[src/rtl/lia_pkg.sv]
package lia_pkg;
  localparam int WORD_BITS = 32;
  localparam int GROUPS    = 4;

  typedef enum logic [1:0] {
    GRP_RAW   = 2'd0,
    GRP_MSTAT = 2'd1,
    GRP_MSET  = 2'd2,
    GRP_MCLR  = 2'd3
  } grp_e;
endpackage

[src/rtl/lia_decode.sv]
module lia_decode #(
  parameter int N_WORDS = 2,
  parameter int ADDR_W  = 8,
  localparam int WIDX_W = (N_WORDS > 1) ? $clog2(N_WORDS) : 1
) (
  input  logic [ADDR_W-1:0] addr,
  output lia_pkg::grp_e     grp,
  output logic [WIDX_W-1:0] word,
  output logic              hit
);
  import lia_pkg::*;

  localparam int SLOTS = GROUPS * N_WORDS;

  int unsigned slot, gi, wi;
  logic [1:0]  unused_lo;

  // Registers are packed by group: slot = group*N_WORDS + word.
  assign unused_lo = addr[1:0];

  always_comb begin
    slot = 32'(addr[ADDR_W-1:2]);
    hit  = (slot < SLOTS);
    gi   = slot / N_WORDS;
    wi   = slot % N_WORDS;
    grp  = grp_e'(gi[1:0]);
    word = wi[WIDX_W-1:0];
  end
endmodule

[src/rtl/lia_mask_bank.sv]
module lia_mask_bank #(
  parameter int N_WORDS = 2,
  localparam int N_SRC  = N_WORDS * lia_pkg::WORD_BITS,
  localparam int WIDX_W = (N_WORDS > 1) ? $clog2(N_WORDS) : 1
) (
  input  logic              clk,
  input  logic              rst_n,
  input  logic              wr_en,
  input  lia_pkg::grp_e     grp,
  input  logic [WIDX_W-1:0] word,
  input  logic [31:0]       wdata,
  input  logic [N_SRC-1:0]  src,
  output logic [N_SRC-1:0]  mask,
  output logic              irq
);
  import lia_pkg::*;

  logic [N_SRC-1:0] mask_q, mask_d;
  logic             irq_q;

  always_comb begin
    mask_d = mask_q;
    if (wr_en) begin
      unique case (grp)
        GRP_MSET: mask_d[WORD_BITS*word +: WORD_BITS] = mask_q[WORD_BITS*word +: WORD_BITS] | wdata;
        GRP_MCLR: mask_d[WORD_BITS*word +: WORD_BITS] = mask_q[WORD_BITS*word +: WORD_BITS] & ~wdata;
        default:  mask_d = mask_q;
      endcase
    end
  end

  // Output is computed from the next mask so that it moves one clock after a write.
  always_ff @(posedge clk or negedge rst_n) begin
    if (!rst_n) begin
      mask_q <= '1;
      irq_q  <= 1'b0;
    end else begin
      mask_q <= mask_d;
      irq_q  <= |(src & ~mask_d);
    end
  end

  assign mask = mask_q;
  assign irq  = irq_q;
endmodule

[src/rtl/lia_read_mux.sv]
module lia_read_mux #(
  parameter int N_WORDS = 2,
  parameter int N_CPUS  = 2,
  localparam int N_SRC  = N_WORDS * lia_pkg::WORD_BITS,
  localparam int WIDX_W = (N_WORDS > 1) ? $clog2(N_WORDS) : 1,
  localparam int CPU_W  = (N_CPUS > 1) ? $clog2(N_CPUS) : 1
) (
  input  lia_pkg::grp_e            grp,
  input  logic [WIDX_W-1:0]        word,
  input  logic                     hit,
  input  logic                     cpu_ok,
  input  logic [CPU_W-1:0]         cpu_sel,
  input  logic [N_SRC-1:0]         src,
  input  logic [N_CPUS*N_SRC-1:0]  masks,
  output logic [31:0]              rd_word
);
  import lia_pkg::*;

  always_comb begin
    if (!hit || !cpu_ok) begin
      rd_word = '0;
    end else if (grp == GRP_RAW) begin
      rd_word = src[WORD_BITS*word +: WORD_BITS];
    end else begin
      rd_word = masks[32'(cpu_sel)*N_SRC + WORD_BITS*word +: WORD_BITS];
    end
  end
endmodule

[src/rtl/lvl_irq_agg.sv]
module lvl_irq_agg #(
  parameter int N_WORDS = 2,
  parameter int N_CPUS  = 2,
  parameter int ADDR_W  = 8,
  localparam int N_SRC  = N_WORDS * lia_pkg::WORD_BITS,
  localparam int CPU_W  = (N_CPUS > 1) ? $clog2(N_CPUS) : 1
) (
  input  logic              clk,
  input  logic              rst_n,
  input  logic [N_SRC-1:0]  src,
  input  logic              req,
  input  logic              we,
  input  logic [CPU_W-1:0]  cpu_sel,
  input  logic [ADDR_W-1:0] addr,
  input  logic [31:0]       wdata,
  output logic [31:0]       rdata,
  output logic [N_CPUS-1:0] irq_out
);
  import lia_pkg::*;

  localparam int WIDX_W = (N_WORDS > 1) ? $clog2(N_WORDS) : 1;

  grp_e                    grp;
  logic [WIDX_W-1:0]       word;
  logic                    hit;
  logic                    cpu_ok;
  logic [N_CPUS*N_SRC-1:0] masks_flat;
  logic [31:0]             rd_word;
  logic [31:0]             rdata_q;

  assign cpu_ok = (32'(cpu_sel) < N_CPUS);

  lia_decode #(.N_WORDS(N_WORDS), .ADDR_W(ADDR_W)) u_dec (
    .addr(addr), .grp(grp), .word(word), .hit(hit)
  );

  for (genvar c = 0; c < N_CPUS; c++) begin : g_bank
    logic wr_c;
    assign wr_c = req && we && hit && cpu_ok && (32'(cpu_sel) == c);

    lia_mask_bank #(.N_WORDS(N_WORDS)) u_bank (
      .clk(clk), .rst_n(rst_n), .wr_en(wr_c), .grp(grp), .word(word),
      .wdata(wdata), .src(src), .mask(masks_flat[c*N_SRC +: N_SRC]),
      .irq(irq_out[c])
    );
  end

  lia_read_mux #(.N_WORDS(N_WORDS), .N_CPUS(N_CPUS)) u_rmux (
    .grp(grp), .word(word), .hit(hit), .cpu_ok(cpu_ok), .cpu_sel(cpu_sel),
    .src(src), .masks(masks_flat), .rd_word(rd_word)
  );

  always_ff @(posedge clk or negedge rst_n) begin
    if (!rst_n)          rdata_q <= '0;
    else if (req && !we) rdata_q <= rd_word;
  end

  assign rdata = rdata_q;
endmodule

[config.mk]
export PLATFORM = sky130hd
export DESIGN_NAME = lvl_irq_agg
export DESIGN_NICKNAME = d
export VERILOG_FILES = /design/src/rtl/lia_pkg.sv /design/src/rtl/lia_decode.sv /design/src/rtl/lia_mask_bank.sv /design/src/rtl/lia_read_mux.sv /design/src/rtl/lvl_irq_agg.sv
export SDC_FILE = /design/constraint.sdc
export NUM_CORES = 1
export LEC_CHECK = 0
export BUFFER_PORTS_ARGS = -buffer_cell sky130_fd_sc_hd__buf_2
export CORE_MARGIN = 2
export CORE_UTILIZATION = 50
export CTS_CLUSTER_DIAMETER = 30
export DETAILED_ROUTE_END_ITERATION = 12
export PLACE_DENSITY_LB_ADDON = 0.05
export SLEW_MARGIN = 20
export SYNTH_ARGS = -nofsm -noshare
export SYNTH_HDL_FRONTEND = slang
export SYNTH_SLANG_ARGS = --single-unit
export TNS_END_PERCENT = 1
[constraint.sdc]
create_clock -name clk -period 5.65 [get_ports clk]
set_input_delay 1.695 -clock clk [delete_from_list [all_inputs] [get_ports clk]]
set_output_delay 1.695 -clock clk [all_outputs]
set_load 0.02 [all_outputs]
==> results of run 1 <==
-- power breakdown --
part	total, mW	internal [mW]	switching (mW)
clock	1.19	0.668	0.520
sequential	1.33	1.28	0.0440
combinational	0.476	0.179	0.296
total	2.99	2.13	0.860
-- cell usage in the layout, fill, tap and decap left out, drive strengths merged, types with 2 or more instances in the layout --
cell and instances:
o2bb2ai 5, o221ai 5, nand2 135, clkinv 3
clkbuf 18, mux2 24, and3 22, nand4 4
or3b 2, mux2i 17, inv 54, bufinv 2
a21oi 37, nor2 29, o2111ai 24, nand3b 4
o22ai 13, nand3 14, dfstp 128, or2 12
nand4bb 2, mux4 32, buf 167, dfrtp 34
and2 2, o22a 2, o21ai 144, a31oi 75
nor4 6, o211ai 73, o2111a 2, or4 2
clkinvlp 5
-- worst max-delay path: stages --
cell and delay, ns:
sky130_fd_sc_hd__buf_2 0.11, sky130_fd_sc_hd__and4b_1 0.61, sky130_fd_sc_hd__and2_2 0.60, sky130_fd_sc_hd__buf_4 0.39
sky130_fd_sc_hd__a21oi_1 0.13, sky130_fd_sc_hd__o21ai_0 0.44, sky130_fd_sc_hd__nand4_1 0.15, sky130_fd_sc_hd__nor4_1 0.41
sky130_fd_sc_hd__nand4_1 0.15
-- synth_stat cells, drive strengths merged, types with 2 or more instances --
cell type / instances
a31oi: 75
or4: 2
a21oi: 37
nor4: 6
o2111a: 2
mux4: 32
nor2: 29
mux2i: 17
o22ai: 13
o221ai: 5
dfstp: 128
and2: 2
o211ai: 73
and3: 22
nand4: 4
or2: 12
mux2: 24
o2111ai: 24
or3b: 2
nand2: 135
o22a: 2
o21ai: 144
o2bb2ai: 5
nand4bb: 2
nand3b: 4
buf: 43
dfrtp: 34
clkbuf: 37
inv: 50
nand3: 14
-- layout make-up --
| class | count | area share (%) |
|---|---|---|
| clock buffers | 18 | 3.99 |
| diodes | 1 | 0.0227 |
| clock inverters | 14 | 1.40 |
| repair buffers | 167 | 8.42 |
| well taps | 234 | 2.66 |
| inverters | 50 | 1.70 |
| flip-flops and latches | 162 | 38.3 |
| multi-input cells | 700 | 43.5 |
-- registers in the layout (all words and copies together) (netlist names) --
register and flops:
rdata 32, g_bank.u_bank.mask 128, g_bank.u_bank.irq 2
-- cells by family after synthesis --
kind of cell / Yosys count / share of synthesized area (%)
AO/OA/AOI/OAI: 385 / 25.1
flip-flops: 162 / 44.0
buffers and inverters: 130 / 6.26
AND/OR/NAND/NOR: 242 / 12.5
multiplexers: 73 / 12.1
-- worst paths after layout --
kind / startpoint / endpoint / slack, ns
max: addr[5] / g_bank[1].u_bank.irq$_DFF_PN0_ / 1.25
min reg2reg: rdata[18]$_DFFE_PN0P_ / rdata[18]$_DFFE_PN0P_ / 0.47
min: rdata[18]$_DFFE_PN0P_ / rdata[18]$_DFFE_PN0P_ / 0.47
max in group asynchronous: rst_n / g_bank[1].u_bank.mask[24]$_DFF_PN1_ / 3.21
max reg2reg: g_bank[0].u_bank.mask[1]$_DFF_PN1_ / g_bank[0].u_bank.irq$_DFF_PN0_ / 3.05
min in group asynchronous: rst_n / rdata[11]$_DFFE_PN0P_ / 1.36
-- metal layers --
layer  routed length (um)  global-route usage, %  vias to the layer above
met4                 1010                   12.2                        0
met3                 2760                   5.75                       52
li1                     -                      -                     3969
met1                13700                   46.9                     4278
met5                    0                      0                        -
met2                14800                   50.2                      455
-- metrics by stage --
step	hold slack [ns]	util, %
final	0.472	58.7
after global routing	0.500	58.7
after CTS	0.480	58.7
after detailed placement	0.465	55.5
after global placement	0.456	55.5
after floorplan	0.460	-
==> run summary, run 1 <==
After synthesis the cells add up to 9580 um^2. The logs give 0 for the count of synthesis-stage warnings from yosys and 992 for the post-synthesis cell count. The count of hold buffers inserted by post-cts repair is 0. Setup slack on the critical path of the routed design comes to 1.25 ns.

The tools report the number of global-route vias before repair as 8,180. The arrival time at the worst endpoint is 4.69 ns. STA classifies the critical path startpoint as an input pin. No sink is reached through more buffers than the 2 on the longest clock path. The overall overflow remaining after global route was 0. The instance area at placement came out at 10,400 um^2. The post-DP HPWL was 22.6 mm; the share of flip-flops with an asynchronous set or reset after synthesis was 100%. During placement, the flow inserted port buffers numbering 140. The number of placement rows came out at 50. The total area inside the core boundary comes to 18,800 um^2.

The tools report the static power due to leakage as 4.54 nW. The count of nets left with antenna violations once routing finished came out at 0. Dividing the final minimum period by the clock period gives 77.9%. The count of unique library cells instantiated by Yosys is 58, and the DRC violations left is 0. Number of pins exceeding their max-slew limit in the final report: 0. The total power density per cell area came out at 272 nW/um^2. The area growth from synthesis to layout is 15.0%, and the number of maximum-capacitance constraint violations is 0.

After filler insertion, the fill cell instance count of the layout stands at 1,704. Setup repair after global routing left no endpoint under its margin. The final number of setup-violating endpoints was 0. The endpoint class of the critical path was a register. The required time of the critical path came out at 5.94 ns. The number of gates resized after CTS was 0. The clock tree root buffer cell is sky130_fd_sc_hd__clkbuf_16.

The flow ran to the end, and the final reports show no timing, DRC or antenna violations. Static timing analysis puts the maximum clock frequency at 227 MHz. The area used by sequential logic in the layout came out at 4210 um^2. Synthesis inferred 162 register bits.

The number of clock sinks is 162. The first global-routing pass estimated 49.2 mm of wire. TritonCTS built the clock tree. Using the TritonRoute via totals, the vias-per-cell ratio works out to 6.50.

The number of cells on the worst hold path was 2; the total I/O pin count was 143. Across the VDD grid, the largest voltage drop is 0.217 mV. Once layout is complete, the cells apart from fillers number 1,346. The run gives 20,300 um^2 as the floorplan die area.

The clock arrives with 0.00896 ns of skew. In this run, the number of DRC markers left after iteration 0 of detailed routing was 820. Global routing used 32.8% of the available tracks.

Measured against its own limit, the worst slew margin works out to 37.0%. Summing internal, switching and leakage power gives 2.99 mW. The CTS clock-pin slew for the worst setup and hold paths came out at 0.07 ns. The post-detailed-route wirelength per cell works out to 24.0 um. The pin count of the biggest net entering global routing is 101, and the floorplan die height is 142 um.

The net count of the finished layout was 1,207. Yosys attributes the largest share of cell area to sky130_fd_sc_hd__dfstp_2 (35%), sky130_fd_sc_hd__dfrtp_1 (8.9%), sky130_fd_sc_hd__mux4_2 (7.5%), sky130_fd_sc_hd__o21ai_0 (7.3%), sky130_fd_sc_hd__o211ai_1 (5.7%). The total via count in the routed design is 8,754.

The number of placed instances, taps included, is 1,313. For the final routed database, the setup TNS stands at 0 ns. The area share of the largest cell type after synthesis is 35.1%, and the time the worst path needs with I/O delays and setup is 4.40 ns. The path class of the lowest-slack min-delay path is register to register. The run gives 11,000 um^2 as the cell area after layout. Counting cells, the worst reg-to-reg path comes to 7. The logs give 0 for the final number of hold-violating endpoints and 51.0% for the initial cell density of the core. The number of antenna violations at the first check in global routing is 1, and the fraction of layout instances using a drive strength above 1 is 35.6%.

The worst-margin pin slew came out at 0.945 ns. The pre-antenna-repair detailed-routing pass consisted of 6 iterations. In this run the worst path has a maximum fanout of 21.

Yosys mapped a number of flops with a built-in enable equal to 0. The area of combinational cells with multiple inputs is 4790 um^2, and the total number of H-tree levels is 4. The die is 142 um wide. The insertion delay to the later sink of the worst-skew pair came out at 0.44 ns. Counting every net in the synthesized netlist gives 1,101. TritonCTS created 17 clock buffers. The critical path is of the input pin to register type.

The predominant post-synthesis flop cell is sky130_fd_sc_hd__dfstp_2. Before CTS, the worst setup slack after placement is 0.923 ns. The most area-hungry cell type in the Yosys netlist was sky130_fd_sc_hd__dfstp_2.

The sequential element share of the synthesized area is 44.0%. The congestion estimate from routability-driven global placement came to 0.880. The routed wire length was 32.3 mm. The average cell area after synthesis works out to 9.65 um^2. Buffers added to address setup during post-CTS repair amount to 0.
Note: power is estimated with default switching activity, not from simulation.
==> run 2: changes to the inputs <==
- ABC_AREA: not set -> 1
- clock period: 5.65 -> 3.9 ns (I/O delays scaled with it)
==> run summary, run 2 <==
The run finished with clean final reports. For the wire length of the first global-routing pass, the log shows 62.2 mm. The total track usage is 33.5%, and the post-synth net total is 1,889.

In this run, the clock network consumes 39.0% of the power. The initial cell density of the core is 51.4%, and the maximum vdd ir drop is 0.285 mV. The repair_antennas step left the layout with diodes totalling 0. In the synthesized netlist the dominant register cell turns out to be sky130_fd_sc_hd__dfstp_2. The average vias per placed instance was 5.68; the overall overflow remaining after global route was 0. The analysis attributes to net switching a power of 1.51 mW.

In this run the worst hold path is classified as register to register. The critical-path maximum fanout works out to 7. Number of synthesized flops with an enable pin: 0. The first TritonRoute pass finished after 5 iterations.

The floorplan step defined a die boundary enclosing 23,800 um^2. The register with the most flip-flops in the layout has 128 of them. For this design, the CTS-stage hold fixing added 0 buffers. The insertion delay to the later sink of the worst-skew pair was 0.44 ns. Routability-driven placement finished with a final weighted congestion of 0.876.

Of all flip-flops after synthesis, the portion carrying an async set or reset was 100%. The floorplan step defined a core boundary enclosing 22,000 um^2. The commonest cells after synthesis are sky130_fd_sc_hd__nand2_1 (728), sky130_fd_sc_hd__nand3_1 (235), sky130_fd_sc_hd__inv_1 (177).

After clock tree synthesis, the clock-pin slew on the worst setup and hold paths is 0.07 ns. The static power due to leakage was 6.87 nW; the flip-flop and latch count after synthesis was 162. The placed instances occupy a cell area of 12,300 um^2.

For the count of unique library cells instantiated by Yosys, the log shows 26. Max-cap violations in this run came to 0. The dominant cell by count in the synthesized netlist was sky130_fd_sc_hd__nand2_1.

Across the routed clock network, the largest skew measured is 0.0139 ns. Registers are responsible for 41.3% of the overall power. The cell area that synthesis handed to floorplanning was 11,300 um^2. Worst-margin pin slew: 0.820 ns. The library cells used most frequently in the layout, excluding fill and tap cells, are sky130_fd_sc_hd__nand2_1 (728), sky130_fd_sc_hd__nand3_1 (235), sky130_fd_sc_hd__inv_1 (177), sky130_fd_sc_hd__buf_2 (138), sky130_fd_sc_hd__o21ai_0 (135). The routed design has 39.6 mm of wire. For the total via count in the routed design, the log shows 12,350.

Once the clock tree was built, the setup fixing pass inserted 0 buffers. The time the worst path needs with I/O delays and setup was 3.06 ns. The overall die width came out at 154 um.

Net switching is 31.9% of the power. In the final layout, the multi-input gates occupy 5930 um^2. In the final layout, the share of cells above drive strength 1 is 18.6%. The tools report the number of cells upsized or downsized after cts as 0. TritonCTS built the clock tree. By startpoint and endpoint, the worst setup path is classified as input pin to register. In this run the core area contains 54 standard-cell rows.

The sequential cells in the finished layout cover a total of 4210 um^2. Filler cell count: 2,153. Clock tree synthesis inserted a total of 17 buffers. The number of pins exceeding their max-slew limit in the final report was 0; the sum of negative setup slack was 0 ns. Setup violations remaining at the end of the flow were counted as 0. For the worst setup path, the data arrival time is 3.38 ns. The maximum number of buffers from clock root to sink is 2.

For the count of synthesis-stage warnings from yosys, the log shows 0. The number of global-route vias before repair was 11,654. The remaining number of nets flagged by the antenna check after routing was 0. The post-detailed-route wirelength per cell came out at 18.2 um. The area growth from synthesis to layout is 14.5%.

The area share of the largest cell type after synthesis was 29.8%. The share of the Yosys chip area taken by registers is 37.3%. During placement, the flow inserted port buffers numbering 140. Once layout is done, the placed cells without fillers occupy 12,900 um^2. The average cell area after synthesis was 6.34 um^2; the floorplan die height was 154 um. Counting every sink on the clock net gives 162. The total I/O pin count was 143. After detailed routing, the number of remaining DRC violations is 0.

Timing would allow up to 326 MHz. The final layout contains 1,990 nets. Setup repair after global routing left no endpoint under its margin.

Counting instances, the worst hold path has a depth of 2. In this run the number of H-tree levels came out at 4. Of all cell types, the one taking the most synthesized area is sky130_fd_sc_hd__dfstp_2. The run gives 0 as the final number of hold-violating endpoints. The run gives 19.7% as the part of the power in combinational logic.

For this block, the initial DRC count from the detailed router was 1,107. The worst setup path is captured at a register. Measured against its own limit, the worst slew margin works out to 45.4%. The wire-length estimate of the detail-placed layout is 26.4 mm.

The clock tree root buffer cell was sky130_fd_sc_hd__clkbuf_16. The internal portion of the total power is 3.23 mW. The required time of the critical path is 4.22 ns, and the fraction of the cycle the final worst path needs is 78.6%. Power spread over the standard cell area amounts to 367 nW/um^2. The tools report the pin count of the biggest net entering global routing as 105.

The number of antenna violations at the first check in global routing is 0. STA classifies the critical path startpoint as an input pin. By area the synthesized netlist is led by sky130_fd_sc_hd__dfstp_2 (30%), sky130_fd_sc_hd__nand2_1 (24%), sky130_fd_sc_hd__nand3_1 (10%), sky130_fd_sc_hd__dfrtp_1 (7.5%), sky130_fd_sc_hd__o21ai_0 (6.0%). The length in cells of the worst reg-to-reg path is 11. The most common library cell in the layout ignoring fill and taps was sky130_fd_sc_hd__nand2_1.

The run gives 1,780 as the post-synthesis cell count.
run 2: cell count changes in the layout (fill, tap and decap cells not counted), sizes merged, moves of 44 or more:
cell / previous run / this run
nand2: 135 / 728
inv: 54 / 192
a31oi: 75 / 6
o211ai: 73 / 2
a21oi: 37 / 81
nand3: 14 / 236
run 2: through the flow:
step	power, mW	setup WS [ns]	hold slack, ns	instances	util (%)
6_report	4.74	0.836	0.492	2174	58.8
5_1_grt	4.96	0.726	0.503	2174	58.8
4_1_cts	4.75	0.946	0.490	2174	58.8
3_5_place_dp	2.90	0.506	0.479	2142	56.0
3_3_place_gp	2.89	0.548	0.475	2142	56.0
2_1_floorplan	2.56	1.34	0.464	1780	-
run 2: logic make-up (layout without fill, tap and decap cells):
group,Yosys count,count (layout),synth area share [%]
AO/OA/AOI/OAI,311,311,15.6
buffers and inverters,289,403,10.3
flip-flops,162,162,37.3
AND/OR/NAND/NOR,1018,1018,36.8
run 2: power groups by stage:
stage / Clock, mW / Sequential (mW) / Combinational, mW
6_report: 1.85 / 1.96 / 0.934
5_1_grt: 1.93 / 1.98 / 1.05
4_1_cts: 1.87 / 1.96 / 0.924
3_5_place_dp: 0 / 1.98 / 0.919
3_3_place_gp: 0 / 1.98 / 0.905
2_1_floorplan: 0 / 1.98 / 0.587
run 2: worst max-delay path, cell delays in order:
cell                      delay, ns
sky130_fd_sc_hd__buf_2         0.09
sky130_fd_sc_hd__nor2_1        0.24
sky130_fd_sc_hd__nand2_1       0.13
sky130_fd_sc_hd__nor2_2        0.29
sky130_fd_sc_hd__nand2_1       0.21
sky130_fd_sc_hd__nor2_2        0.49
sky130_fd_sc_hd__nand2_1       0.17
sky130_fd_sc_hd__nand3_1       0.13
sky130_fd_sc_hd__nand2_1       0.05
sky130_fd_sc_hd__inv_1         0.05
sky130_fd_sc_hd__nand2_1       0.07
sky130_fd_sc_hd__nor2_1        0.10
sky130_fd_sc_hd__nand2_1       0.06
sky130_fd_sc_hd__nor2_1        0.08
sky130_fd_sc_hd__nand2_1       0.05
run 2: final timing paths:
kind	startpoint	endpoint	slack, ns
worst max-delay path	addr[7]	g_bank[0].u_bank.irq$_DFF_PN0_	0.84
worst min-delay path	g_bank[1].u_bank.mask[2]$_DFF_PN1_	g_bank[1].u_bank.mask[2]$_DFF_PN1_	0.49
worst max register to register	g_bank[0].u_bank.mask[26]$_DFF_PN1_	g_bank[0].u_bank.irq$_DFF_PN0_	2.10
worst min register to register	g_bank[1].u_bank.mask[2]$_DFF_PN1_	g_bank[1].u_bank.mask[2]$_DFF_PN1_	0.49
max in group asynchronous	rst_n	g_bank[1].u_bank.mask[36]$_DFF_PN1_	2.36
min in group asynchronous	rst_n	rdata[29]$_DFFE_PN0P_	0.67
run 2: per-layer routing:
metal | GRT usage [%] | vias to the layer above | routed length, um
met1 | 47.0 | 5757 | 17500
li1 | - | 5947 | -
met5 | 0 | - | 0
met2 | 53.4 | 574 | 17700
met4 | 11.2 | 0 | 929
met3 | 4.90 | 72 | 3490
run 2: layout make-up:
class                      instances  share of cell area (%)
sequential                       162                    32.6
clock buffer                      17                    3.29
multi-input combinational       1329                    45.9
tap                              280                    2.71
clock inverter                    15                    1.49
timing repair buffer             180                    8.40
inverter                         191                    5.56
